`src/rtl/cache_pkg.sv`:
```
package cache_pkg;
    localparam int WORD_W    = 32;
    localparam int BLK_WORDS = 4;
    localparam int WSEL_W    = 2;
    localparam int OFF_BITS  = 4;

    typedef enum logic [1:0] {
        ST_IDLE,
        ST_MEM_REQ,
        ST_FILL,
        ST_WR_THRU
    } cache_state_t;
endpackage

```
`src/rtl/cache_tags.sv`:
```
module cache_tags
    import cache_pkg::*;
#(
    parameter int WAYS  = 1,
    parameter int ROWS  = 2,
    parameter int IDX_W = 1,
    parameter int TAG_W = 7,
    parameter int WAY_W = 1
) (
    input  logic             clk,
    input  logic             rst_n,
    input  logic [IDX_W-1:0] lk_idx,
    input  logic [TAG_W-1:0] lk_tag,
    output logic [WAYS-1:0]  hit_way,
    output logic             lk_hit,
    output logic [WAY_W-1:0] hit_idx,
    input  logic [IDX_W-1:0] fl_idx,
    output logic [WAY_W-1:0] victim,
    input  logic             fill_en,
    input  logic [TAG_W-1:0] fill_tag,
    input  logic             touch_en,
    input  logic [IDX_W-1:0] touch_idx,
    input  logic [WAY_W-1:0] touch_way
);
    logic [WAYS-1:0] way_full;

    for (genvar w = 0; w < WAYS; w++) begin : g_way
        logic             vld_r [ROWS];
        logic [TAG_W-1:0] tag_r [ROWS];
        logic             sel;

        assign sel = fill_en && (victim == WAY_W'(w));

        always_ff @(posedge clk or negedge rst_n) begin
            if (!rst_n) begin
                for (int r = 0; r < ROWS; r++) vld_r[r] <= 1'b0;
            end else if (sel) begin
                vld_r[fl_idx] <= 1'b1;
            end
        end

        always_ff @(posedge clk) begin
            if (sel) tag_r[fl_idx] <= fill_tag;
        end

        assign hit_way[w]  = vld_r[lk_idx] && (tag_r[lk_idx] == lk_tag);
        assign way_full[w] = vld_r[fl_idx];
    end

    assign lk_hit = |hit_way;

    always_comb begin
        hit_idx = '0;
        for (int w = 0; w < WAYS; w++) begin
            if (hit_way[w]) hit_idx = WAY_W'(w);
        end
    end

    if (WAYS == 2) begin : g_lru
        logic lru_r [ROWS];

        always_ff @(posedge clk or negedge rst_n) begin
            if (!rst_n) begin
                for (int r = 0; r < ROWS; r++) lru_r[r] <= 1'b0;
            end else if (touch_en) begin
                lru_r[touch_idx] <= ~touch_way[0];
            end
        end

        always_comb begin
            if (!way_full[0])      victim = WAY_W'(0);
            else if (!way_full[1]) victim = WAY_W'(1);
            else                   victim = WAY_W'(lru_r[fl_idx]);
        end
    end else begin : g_direct
        logic unused_touch;
        assign unused_touch = ^{touch_en, touch_idx, touch_way, way_full};
        assign victim = '0;
    end
endmodule

```
`src/rtl/cache_data.sv`:
```
module cache_data
    import cache_pkg::*;
#(
    parameter int WAYS  = 1,
    parameter int ROWS  = 2,
    parameter int IDX_W = 1,
    parameter int WAY_W = 1
) (
    input  logic              clk,
    input  logic [IDX_W-1:0]  rd_idx,
    input  logic [WAY_W-1:0]  rd_way,
    input  logic [WSEL_W-1:0] rd_word,
    output logic [WORD_W-1:0] rd_data,
    input  logic              wr_en,
    input  logic [IDX_W-1:0]  wr_idx,
    input  logic [WAY_W-1:0]  wr_way,
    input  logic [WSEL_W-1:0] wr_word,
    input  logic [WORD_W-1:0] wr_data
);
    localparam int DEPTH = ROWS * WAYS * BLK_WORDS;
    localparam int PTR_W = $clog2(DEPTH);

    logic [WORD_W-1:0] words_r [DEPTH];
    logic [PTR_W-1:0]  rd_ptr, wr_ptr;

    assign rd_ptr = PTR_W'((int'(rd_idx) * WAYS + int'(rd_way)) * BLK_WORDS + int'(rd_word));
    assign wr_ptr = PTR_W'((int'(wr_idx) * WAYS + int'(wr_way)) * BLK_WORDS + int'(wr_word));

    assign rd_data = words_r[rd_ptr];

    always_ff @(posedge clk) begin
        if (wr_en) words_r[wr_ptr] <= wr_data;
    end
endmodule

```
`src/rtl/cache_ctrl.sv`:
```
module cache_ctrl
    import cache_pkg::*;
(
    input  logic              clk,
    input  logic              rst_n,
    input  logic              cpu_req_valid,
    input  logic              cpu_req_write,
    input  logic              lk_hit,
    input  logic              mem_req_ready,
    input  logic              mem_rsp_valid,
    output logic              cpu_req_ready,
    output logic              mem_req_valid,
    output logic              mem_req_write,
    output logic              accept,
    output logic              write_hit,
    output logic              fill_beat,
    output logic              fill_last,
    output logic              resp_set,
    output logic [WSEL_W-1:0] beat_q
);
    cache_state_t state_q, state_d;

    always_ff @(posedge clk or negedge rst_n) begin
        if (!rst_n) state_q <= ST_IDLE;
        else        state_q <= state_d;
    end

    always_ff @(posedge clk or negedge rst_n) begin
        if (!rst_n)         beat_q <= '0;
        else if (fill_beat) beat_q <= beat_q + 1'b1;
    end

    always_comb begin
        state_d = state_q;
        unique case (state_q)
            ST_IDLE: begin
                if (cpu_req_valid && cpu_req_write) state_d = ST_WR_THRU;
                else if (cpu_req_valid && !lk_hit)  state_d = ST_MEM_REQ;
            end
            ST_MEM_REQ: if (mem_req_ready) state_d = ST_FILL;
            ST_FILL:    if (fill_last)     state_d = ST_IDLE;
            ST_WR_THRU: if (mem_req_ready) state_d = ST_IDLE;
            default:    state_d = ST_IDLE;
        endcase
    end

    always_comb begin
        cpu_req_ready = 1'b0;
        mem_req_valid = 1'b0;
        mem_req_write = 1'b0;
        accept        = 1'b0;
        write_hit     = 1'b0;
        fill_beat     = 1'b0;
        fill_last     = 1'b0;
        resp_set      = 1'b0;
        unique case (state_q)
            ST_IDLE: begin
                cpu_req_ready = 1'b1;
                accept        = cpu_req_valid;
                write_hit     = cpu_req_valid && cpu_req_write && lk_hit;
                resp_set      = cpu_req_valid && !cpu_req_write && lk_hit;
            end
            ST_MEM_REQ: mem_req_valid = 1'b1;
            ST_FILL: begin
                fill_beat = mem_rsp_valid;
                fill_last = mem_rsp_valid && (beat_q == WSEL_W'(BLK_WORDS - 1));
                resp_set  = fill_last;
            end
            ST_WR_THRU: begin
                mem_req_valid = 1'b1;
                mem_req_write = 1'b1;
                resp_set      = mem_req_ready;
            end
            default: ;
        endcase
    end
endmodule

```
`src/rtl/sa_cache.sv`:
```
module sa_cache
    import cache_pkg::*;
#(
    parameter int ADDR_W   = 12,
    parameter int SET_BITS = 1,
    parameter int WAYS     = 1
) (
    input  logic              clk,
    input  logic              rst_n,
    input  logic              cpu_req_valid,
    output logic              cpu_req_ready,
    input  logic              cpu_req_write,
    input  logic [ADDR_W-1:0] cpu_req_addr,
    input  logic [WORD_W-1:0] cpu_req_wdata,
    output logic              cpu_resp_valid,
    output logic [WORD_W-1:0] cpu_resp_rdata,
    output logic              mem_req_valid,
    input  logic              mem_req_ready,
    output logic              mem_req_write,
    output logic [ADDR_W-1:0] mem_req_addr,
    output logic [WORD_W-1:0] mem_req_wdata,
    input  logic              mem_rsp_valid,
    input  logic [WORD_W-1:0] mem_rsp_data
);
    localparam int IDX_W = (SET_BITS > 0) ? SET_BITS : 1;
    localparam int ROWS  = 1 << IDX_W;
    localparam int TAG_W = ADDR_W - SET_BITS - OFF_BITS;
    localparam int WAY_W = (WAYS > 1) ? $clog2(WAYS) : 1;

    logic [IDX_W-1:0]  cpu_idx, lat_idx, touch_idx;
    logic [TAG_W-1:0]  cpu_tag, lat_tag;
    logic [WSEL_W-1:0] cpu_word, lat_word, beat_q, wr_word;
    logic [ADDR_W-3:0] lat_waddr;
    logic [WORD_W-1:0] lat_wdata, rd_data, wr_data;
    logic [WAYS-1:0]   hit_way;
    logic [WAY_W-1:0]  hit_idx, victim, wr_way, touch_way;
    logic              lk_hit, accept, write_hit, fill_beat, fill_last, resp_set;
    logic              touch_en, unused_low;

    assign cpu_idx  = (SET_BITS > 0) ? cpu_req_addr[OFF_BITS +: IDX_W] : '0;
    assign cpu_tag  = cpu_req_addr[ADDR_W-1 -: TAG_W];
    assign cpu_word = cpu_req_addr[3:2];
    assign lat_idx  = (SET_BITS > 0) ? lat_waddr[OFF_BITS-2 +: IDX_W] : '0;
    assign lat_tag  = lat_waddr[ADDR_W-3 -: TAG_W];
    assign lat_word = lat_waddr[1:0];
    assign unused_low = ^cpu_req_addr[1:0];

    cache_ctrl u_ctrl (
        .clk           (clk),
        .rst_n         (rst_n),
        .cpu_req_valid (cpu_req_valid),
        .cpu_req_write (cpu_req_write),
        .lk_hit        (lk_hit),
        .mem_req_ready (mem_req_ready),
        .mem_rsp_valid (mem_rsp_valid),
        .cpu_req_ready (cpu_req_ready),
        .mem_req_valid (mem_req_valid),
        .mem_req_write (mem_req_write),
        .accept        (accept),
        .write_hit     (write_hit),
        .fill_beat     (fill_beat),
        .fill_last     (fill_last),
        .resp_set      (resp_set),
        .beat_q        (beat_q)
    );

    assign touch_en  = (accept && lk_hit) || fill_last;
    assign touch_idx = fill_last ? lat_idx : cpu_idx;
    assign touch_way = fill_last ? victim : hit_idx;

    cache_tags #(
        .WAYS(WAYS), .ROWS(ROWS), .IDX_W(IDX_W), .TAG_W(TAG_W), .WAY_W(WAY_W)
    ) u_tags (
        .clk       (clk),
        .rst_n     (rst_n),
        .lk_idx    (cpu_idx),
        .lk_tag    (cpu_tag),
        .hit_way   (hit_way),
        .lk_hit    (lk_hit),
        .hit_idx   (hit_idx),
        .fl_idx    (lat_idx),
        .victim    (victim),
        .fill_en   (fill_last),
        .fill_tag  (lat_tag),
        .touch_en  (touch_en),
        .touch_idx (touch_idx),
        .touch_way (touch_way)
    );

    assign wr_way  = fill_beat ? victim : hit_idx;
    assign wr_word = fill_beat ? beat_q : cpu_word;
    assign wr_data = fill_beat ? mem_rsp_data : cpu_req_wdata;

    cache_data #(
        .WAYS(WAYS), .ROWS(ROWS), .IDX_W(IDX_W), .WAY_W(WAY_W)
    ) u_data (
        .clk     (clk),
        .rd_idx  (cpu_idx),
        .rd_way  (hit_idx),
        .rd_word (cpu_word),
        .rd_data (rd_data),
        .wr_en   (write_hit || fill_beat),
        .wr_idx  (fill_beat ? lat_idx : cpu_idx),
        .wr_way  (wr_way),
        .wr_word (wr_word),
        .wr_data (wr_data)
    );

    always_ff @(posedge clk) begin
        if (accept) begin
            lat_waddr <= cpu_req_addr[ADDR_W-1:2];
            lat_wdata <= cpu_req_wdata;
        end
    end

    always_ff @(posedge clk or negedge rst_n) begin
        if (!rst_n) begin
            cpu_resp_valid <= 1'b0;
            cpu_resp_rdata <= '0;
        end else begin
            cpu_resp_valid <= resp_set;
            if (accept && !cpu_req_write && lk_hit)
                cpu_resp_rdata <= rd_data;
            else if (fill_beat && (beat_q == lat_word))
                cpu_resp_rdata <= mem_rsp_data;
        end
    end

    assign mem_req_addr  = mem_req_write ? {lat_waddr, 2'b00}
                                         : {lat_waddr[ADDR_W-3:2], 4'b0000};
    assign mem_req_wdata = lat_wdata;
endmodule

```
`config.mk`:
```
export PLATFORM = sky130hd
export DESIGN_NAME = sa_cache
export DESIGN_NICKNAME = d
export VERILOG_FILES = /design/src/rtl/cache_pkg.sv /design/src/rtl/cache_tags.sv /design/src/rtl/cache_data.sv /design/src/rtl/cache_ctrl.sv /design/src/rtl/sa_cache.sv
export SDC_FILE = /design/constraint.sdc
export NUM_CORES = 1
export LEC_CHECK = 0
export CAP_MARGIN = 0
export CORE_ASPECT_RATIO = 1.75
export CORE_MARGIN = 2
export CORE_UTILIZATION = 30
export DETAILED_ROUTE_END_ITERATION = 10
export PLACE_DENSITY = 0.58
export SYNTH_ARGS = -nofsm -noshare
export SYNTH_HDL_FRONTEND = slang
export SYNTH_SLANG_ARGS = --single-unit
```
`constraint.sdc`:
```
create_clock -name clk -period 4 [get_ports clk]
set_input_delay 0.8 -clock clk [delete_from_list [all_inputs] [get_ports clk]]
set_output_delay 0.8 -clock clk [all_outputs]
set_load 0.01 [all_outputs]
```
==> results.md, run 1 <==
- Once detail routing completed, the nets flagged for antenna violations numbered 0.
- In the final design database the tool counted 1022 nets.
- The area taken by flip-flops and latches is 0.01034 sq mm.
- Detailed placement ended at an HPWL of 20780 microns.
- The largest net degree at the start of global routing is 56.
- TritonCTS built the clock tree.
- The total detailed-routing wirelength is 34260 microns.
- The critical path goes through buf_2 > mux2i_1 > xnor2_1 > a2111oi_2 > nand4_1 > o2bb2a_1 > nor2_4 > buf_4.
- The slew at the pin with the worst max-slew slack is 1073 ps.
- Row generation in the floorplan step produced 103 rows.
- For this run, the total global-route usage over all layers was measured as 14.33%.
- The worst hold-check slack is 358.3 ps.
- The global route total overflow is 0.
- The library cell used most frequently in the layout, excluding fill and tap cells, is edfxtp_1.
- Based on the critical path, the design can be clocked at up to 320.7 MHz.
- The average wire per standard cell is 22.25 microns.
- The post-CTS resize count is 0.
- In this run the worst hold path is classified as in -> async.
- The detailed router finished its first iteration with 534 violations.
- The largest vdd supply drop is 323.3 uV.
- The clock drives 351 sinks.
- The sum of internal, switching and leakage power is 10.06 mW.
- The startpoint type of the worst setup path is an input pin.
- The die footprint is 0.04755 sq mm.
- For the worst setup path, the data required time is 4200 ps.
- The number of I/O port buffers is 157.
- Subtracting the final worst setup slack from the clock period gives 3118 ps.
- The synthesized cell area is 0.01373 sq mm.
- The clock buffer count from CTS is 35.
- The peak per-stage delay on the critical path is 520 ps.
- For the worst-skew pair, the clock arrives at the later sink with an insertion delay of 520 ps.
- The core region is 0.04511 sq mm.
- The number of antenna diodes in the final layout is 0.
- Summing all multi-input logic gate instances after layout gives 0.003166 sq mm.
- In this run, distinct cell masters in the synthesized netlist total 41.
- The number of pins exceeding their max-slew limit in the final report is 0.
- The run finished with clean final reports.
- The sum of negative setup slack is 0 ps.
- The post-route clock period utilization is 77.96%.
- The largest individual stage delay along the critical path comes from the cell a2111oi_2.
- In the routed layout, each cell is associated on average with a via count of 4.878.
- The congestion estimate from routability-driven global placement came to 0.7022.
- The share of layout cells above drive strength 1 is 17.55%.
- The clock tree synthesis step divided the H-tree into 2 levels.
- The number of failing hold endpoints at the final stage came to 0.
- Setup violations remaining at the end of the flow were counted as 0.
- The number of warning messages in the yosys log is 0.
- The maximum number of buffers from clock root to sink is 3.
- Setup repair after global routing left no endpoint under its margin.
- At the worst endpoint, the arrival time is 3320 ps.
- The via count of the first global-routing pass was 8108.
- The worst setup path category is in -> reg.
- The post-CTS clock slew at the launch and capture registers of the worst setup and hold paths is 60 ps.
- The width of the die is 165.7 microns.
- The initial antenna violation count is 0.
- Pin placement for this block handled 162 I/O pins.
- The number of setup buffers added after CTS is 0.
- In this run the vertical extent of the chip is 287.0 microns.
- The share of the yosys chip area belonging to registers is 75.36%.
- Of all nets on the critical path, the largest fanout is 19.
- OpenSTA, run right after detailed placement, puts the worst setup slack at 310.6 ps.
- The count of hold buffers inserted by post-cts repair is 0.
- The area after detailed placement is 0.01620 sq mm.
- Across all layers, the routed design uses 7512 vias.
- The cell class contributing the biggest share of worst-path delay is compound AO/OA/AOI/OAI gates.
- Across the run, the number of max-cap violations was 0.
- Headroom to the max-slew limit came out at 28.29%.
- The setup clock skew after layout is 16.41 ps.
- The static leakage power is 5.877 nW.
- In this run the mean area of a mapped cell was 17.95 sq um.
- In the layout the commonest cells are 312 x edfxtp_1, 165 x nand2_1, 153 x clkdlybuf4s50_1, 64 x mux4_2, 39 x dfrtp_1.
- The register bit total from synthesis is 351.
- With fillers left out, the area of the finished cells amounts to 0.01731 sq mm.
- The worst-case setup margin in the final layout is 881.6 ps.
- After detailed routing, the number of remaining DRC violations is 0.
- The filler cell count is 4139.
- After technology mapping, the gate count stands at 765.
- The wire length of the first global-routing pass is 51390 microns.
- The number of buffers and inverters on the critical path is 2.
- The worst register-to-register path has a setup slack of 1330 ps.
- The area growth from synthesis to layout is 26.08%.
- The effective utilization at floorplan is 30.44%.
- The master cell of the clock root buffer is clkbuf_16.
- The pre-antenna-repair detailed-routing pass consisted of 5 iterations.
- The type of destination of the critical path is a flop.
- The areal power density over the cells is 581.0 mW/mm^2.
==> sequential cells by signal, summed over array words and instances (netlist names) <==
name / count
u_data.words_r: 256
cpu_resp_rdata: 32
mem_req_wdata: 32
u_tags.g_way.tag_r: 14
lat_waddr: 10
u_ctrl.beat_q: 2
u_ctrl.state_q: 2
u_tags.g_way.vld_r: 2
cpu_resp_valid: 1
==> worst register-to-register path: stages, from the launching register on <==
cell and delay, ps:
dfrtp_1 470, nand3_2 390, buf_4 480, nor3_4 120
nor2_4 830, a221o_1 300
==> Yosys cell counts (all sizes together) <==
cell	instances	share of area (%)
conb	1	0.027
a31oi	4	0.18
or2	2	0.091
nand2b	2	0.091
a21oi	1	0.036
xnor2	3	0.19
mux4	64	10
edfxtp	312	68
o22ai	1	0.046
a221o	33	2.4
mux2i	7	0.51
nor2	12	0.35
inv	4	0.11
o22a	1	0.064
o21ai	3	0.11
and4b	1	0.073
nand4	1	0.046
dfrtp	39	7.1
o2bb2a	1	0.073
nand2	165	4.5
o2bb2ai	2	0.13
a21boi	32	1.7
ha	1	0.091
nand3	3	0.11
xor2	2	0.13
a2111oi	1	0.11
and2	2	0.091
clkbuf	23	0.63
buf	29	1.5
nor3	2	0.11
and3	5	0.23
a311o	1	0.073
a22o	2	0.13
nor4	1	0.091
nor3b	2	0.11
==> where the power goes <==
part / internal (mW) / switching, mW
logic: 0.872 / 1.09
registers: 4.67 / 0.199
clock network: 1.84 / 1.38
total: 7.39 / 2.67
==> path summary, 6_finish.rpt <==
check / from / end / cells after the start
setup / recovery: cpu_req_addr[4] / u_data.words_r[7][4]$_DFFE_PP_ / 8
max in group asynchronous: rst_n / cpu_resp_rdata[24]$_DFFE_PN0P_ / 2
setup reg to reg: u_ctrl.state_q[1]$_DFFE_PN0P_ / cpu_resp_rdata[3]$_DFFE_PN0P_ / 5
min in group clk: u_tags.g_way[0].vld_r[1]$_DFFE_PN0P_ / u_tags.g_way[0].vld_r[1]$_DFFE_PN0P_ / 1
hold reg to reg: u_tags.g_way[0].vld_r[1]$_DFFE_PN0P_ / u_tags.g_way[0].vld_r[1]$_DFFE_PN0P_ / 1
hold / removal: rst_n / u_tags.g_way[0].vld_r[0]$_DFFE_PN0P_ / 1
==> routing by layer <==
layer / GRT usage (%) / up-vias / share of wire [%]
met4: 4.174 / 0 / 2.0
li1: - / 3331 / -
met3: 1.914 / 38 / 4.6
met2: 27.05 / 211 / 55
met5: 0 / - / 0
met1: 16.93 / 3932 / 39
==> final cells by class <==
cell class	count	share of cell area, %
clock buffer	45	5.581
clock inverter	16	0.8241
inverter	4	0.08675
multi-input combinational	359	18.29
sequential	351	59.77
tap	577	4.171
timing repair buffer	188	11.28
==> kinds of logic after synthesis <==
family                   after synthesis  synth area share (%)
flip-flops                           351                 75.36
AND/OR/NAND/NOR                      198                 5.897
AO/OA/AOI/OAI                         82                 5.104
multiplexers                          71                 11.01
buffers and inverters                 56                 2.196
XOR/XNOR                               5                0.3191
adder cells (fa/ha/maj)                1               0.09113
other                                  1               0.02732
==> through the flow <==
step / util [%] / instances
floorplan: - / 766
global placement: 35.91 / 1479
detailed placement: 35.91 / 1479
CTS: 38.37 / 1540
global route: 38.37 / 1540
finish: 38.37 / 1540
(Power assumes the default switching activity.)
==> run 2, diff against run 1 <==
==> constraint.sdc (replaced) <==
create_clock -name clk -period 2.7 [get_ports clk]
set_input_delay 0.54 -clock clk [delete_from_list [all_inputs] [get_ports clk]]
set_output_delay 0.54 -clock clk [all_outputs]
set_load 0.01 [all_outputs]
==> run 2 against run 1 <==
Net effect:
- count of clock-buffer cells in the layout is 4 lower
- sequential power increased by 48%
- critical path depth rose by 1
- register-to-register slack lost 1100 ps
- core utilization rose by 0.86 points
- setup slack worse by 700 ps
- sequential share of layout area shrank 1.3 points
- largest power group unchanged
==> results.md, run 2 (synthesis gave the netlist of run 1 again) <==
- In this run the worst hold path is classified as reg -> reg.
- The critical path ends at cpu_resp_rdata[16]$_DFFE_PN0P_.
- The clock buffer count from CTS is 36.
- The startpoint identified for the worst hold timing path is u_tags.g_way[0].vld_r[0]$_DFFE_PN0P_.
- Internal power comes to 11.19 mW.
- Once layout is complete, the cells apart from fillers number 1568.
- The length of routed met3 wiring is 1504 microns.
- The initial antenna violation count came to 0.
- Max-cap violations in this run came to 0.
- Across all register-to-register paths, the minimum setup slack is 210 ps.
- The highest metal layer used by the detailed router is met4.
- The post-route clock period utilization is 93.14%.
- The number of sinks handled by clock tree synthesis is 351.
- The last weighted congestion value of the routability-driven placer is 0.7055.
- Setup repair after global routing left no endpoint under its margin.
- The number of buffers and inverters on the critical path is 3.
- The final period demand of the worst path is 2515 ps.
- Along the worst path, the maximum fanout reaches 32.
- The post-CTS clock slew at the launch and capture registers of the worst setup and hold paths is 60 ps.
- The first routing iteration left 557 violations.
- The analysis attributes to net switching a power of 4.012 mW.
- The register with the most flip-flops in the layout has 256 of them.
- The area after detailed placement is 0.01649 sq mm.
- The area growth from synthesis to layout is 28.90%.
- The floorplan step defined a core boundary enclosing 0.04511 sq mm.
- The maximum number of buffers from clock root to sink is 3.
- The type of destination of the critical path is a flop.
- The destination of the worst register-to-register timing path is cpu_resp_rdata[16]$_DFFE_PN0P_.
- Once the floorplan was initialized, standard cells occupied 30.44% of the core.
- On the critical path, the stage with the largest delay is an instance of nor2_4.
- Setup violations remaining at the end of the flow were counted as 0.
- The routed metal-1 wire length is 12750 microns.
- The routed length on met2 is 18580 microns.
- Along the worst hold path, the cell count comes to 1.
- The die footprint is 0.04755 sq mm.
- Clock tree synthesis selected as its root buffer the cell clkbuf_16.
- The count of nets left with antenna violations after detail routing is 0.
- The average via count per standard cell is 4.795.
- Measured along the x axis, the die boundary spans 165.7 microns.
- The setup path with the least slack is of type in -> reg.
- The placed cell count is 1503.
- The startpoint type of the worst setup path is an input pin.
- The most common cell after layout, fill and taps aside is edfxtp_1.
- The cell row count is 103.
- In the final design database the tool counted 1048 nets.
- Net switching is 26.39% of the power.
- The startpoint of the most critical setup path is cpu_req_addr[4].
- The library cells used most frequently in the layout, excluding fill and tap cells, are 312 x edfxtp_1, 165 x nand2_1, 153 x clkdlybuf4s50_1, 64 x mux4_2, 39 x dfrtp_1.
- The signal on the critical path passes through buf_2 > buf_4 > mux2i_1 > a22o_1 > nor4_2 > buf_4 > and4b_2 > nor2_4 > a221o_1.
- The cell repeated most along the worst path is buf_4.
- The worst hold-check slack is 472.8 ps.
- The number of pins exceeding their max-slew limit in the final report is 0.
- The cell class contributing the biggest share of worst-path delay is simple AND/OR/NAND/NOR gates.
- The share of layout cells above drive strength 1 is 20.28%.
- For this design the ratio of total power to cell area is 859.1 mW/mm^2.
- CTS built an H-tree with a depth of 2.
- The final non-filler cell area is 0.01770 sq mm.
- Detailed placement ended at an HPWL of 22040 microns.
- The via count of the first global-routing pass is 8218.
- Summed over all cells, the static leakage comes to 6.073 nW.
- The slew at the pin with the worst max-slew slack is 1071 ps.
- The number of failing hold endpoints at the final stage is 0.
- The total routing usage reported by global routing is 14.25%.
- The later pin in the worst-skew pair is clocked with a latency of 530 ps.
- Across the routed clock network, the largest skew measured is 20.33 ps.
- The detailed-route DRC error count is 0.
- Measured along the y axis, the die boundary spans 287.0 microns.
- The largest vdd supply drop is 673.0 uV.
- The clock network accounts for 33.0% of the total power.
- Combinational logic is responsible for 19.5% of the overall power.
- For the worst flop-to-flop path, the logic depth is 7.
- The largest net degree at the start of global routing is 44.
- TritonCTS built the clock tree.
- The startpoint identified for the worst register-to-register timing path is u_tags.g_way[0].tag_r[1][4]$_DFFE_PP_.
- Before antenna repair, the detailed router went through 4 iterations.
- The first global-routing pass estimated 51120 microns of wire.
- The global route total overflow is 0.
- After detailed routing, the average wire length per cell comes to 21.50 microns.
- The total vias in the final route is 7518.
- The data required time of the critical path is 3160 ps.
- More flip-flops sit in one register than any other, and that register is u_data.words_r.
- The sequential fraction of design power is 47.5%.
- The repair_antennas step left the layout with diodes totalling 0.
- For this run, the slowest stage of the critical path takes 820 ps.
- The number of I/O port buffers is 157.
- The total number of cells along the worst setup path is 9.
- For this block, the routed nets add up to 33710 microns of wire.
- The setup fix buffers added after clock tree synthesis is 0.
- The arrival time reported for the critical path endpoint is 2970 ps.
- 162 I/O pins were placed.
- The highest attainable clock frequency is 397.7 MHz.
- The relative max-transition margin is 28.46%.
- The flow ran to the end, and the final reports show no timing, DRC or antenna violations.
[run 2: changes by cell type in the layout (fill, tap and decap cells not counted), sizes merged]
cell / before / now
clkbuf: 45 / 41
dlygate4sd3: 0 / 1
inv: 5 / 7
clkinvlp: 1 / 2
bufinv: 2 / 4
buf: 35 / 59
clkinv: 12 / 14
[run 2: how the worst min path moves through the flow]
stage	slack [ps]	to
floorplan	240	cpu_resp_rdata[0]$_DFFE_PN0P_
global placement	460	u_tags.g_way[0].vld_r[1]$_DFFE_PN0P_
detailed placement	460	u_tags.g_way[0].vld_r[0]$_DFFE_PN0P_
CTS	480	u_tags.g_way[0].vld_r[0]$_DFFE_PN0P_
global route	500	u_tags.g_way[0].vld_r[0]$_DFFE_PN0P_
finish	470	u_tags.g_way[0].vld_r[0]$_DFFE_PN0P_
[run 2: worst reg2reg max path: stages (launching register included)]
cell,delay [ps]
edfxtp_1,370
mux2i_1,170
xnor2_1,210
a2111oi_4,110
buf_4,150
and4b_2,300
nor2_4,830
a221o_1,300
[run 2: through the flow]
stage	setup slack, ps	total power, mW	TNS, ps	utilization (%)
after floorplan	-34.74	8.735	-8372	-
after global placement	-372.2	10.29	-89160	36.55
after detailed placement	-416.8	10.36	-98810	36.55
after CTS	126.8	15.42	0	39.20
after global routing	14.11	15.87	0	39.23
final	185.3	15.20	0	39.23
[run 2: layout make-up]
| type | count | area (sq um) |
|---|---|---|
| Tap cell | 577 | 721.9 |
| Clock inverter | 23 | 246.5 |
| Inverter | 4 | 15.01 |
| Multi-Input combinational cell | 359 | 3198 |
| Fill cell | 4151 | 27410 |
| Sequential cell | 351 | 10340 |
| Clock buffer | 41 | 939.7 |
| Timing Repair Buffer | 213 | 2230 |
[run 2: per-layer routing]
metal  GRT usage [%]  vias to the layer above
met2           26.82                      202
li1                -                     3388
met5               0                        -
met4           4.696                        0
met3           2.313                       57
met1           16.42                     3871
[run 2: power by group through the flow]
stage	Clock [mW]	Sequential, mW	Combinational, mW
after CTS	5.16	7.23	3.04
after global routing	5.35	7.29	3.23
final	5.02	7.22	2.96
after detailed placement	0	7.33	3.04
after global placement	0	7.31	2.97
after floorplan	0	7.38	1.35
[run 2: repair_timing]
item,in CTS,in global routing
setup endpoints to repair,0,2
resized for setup,0,1
hold endpoints to repair,16,0
hold buffers,1,0
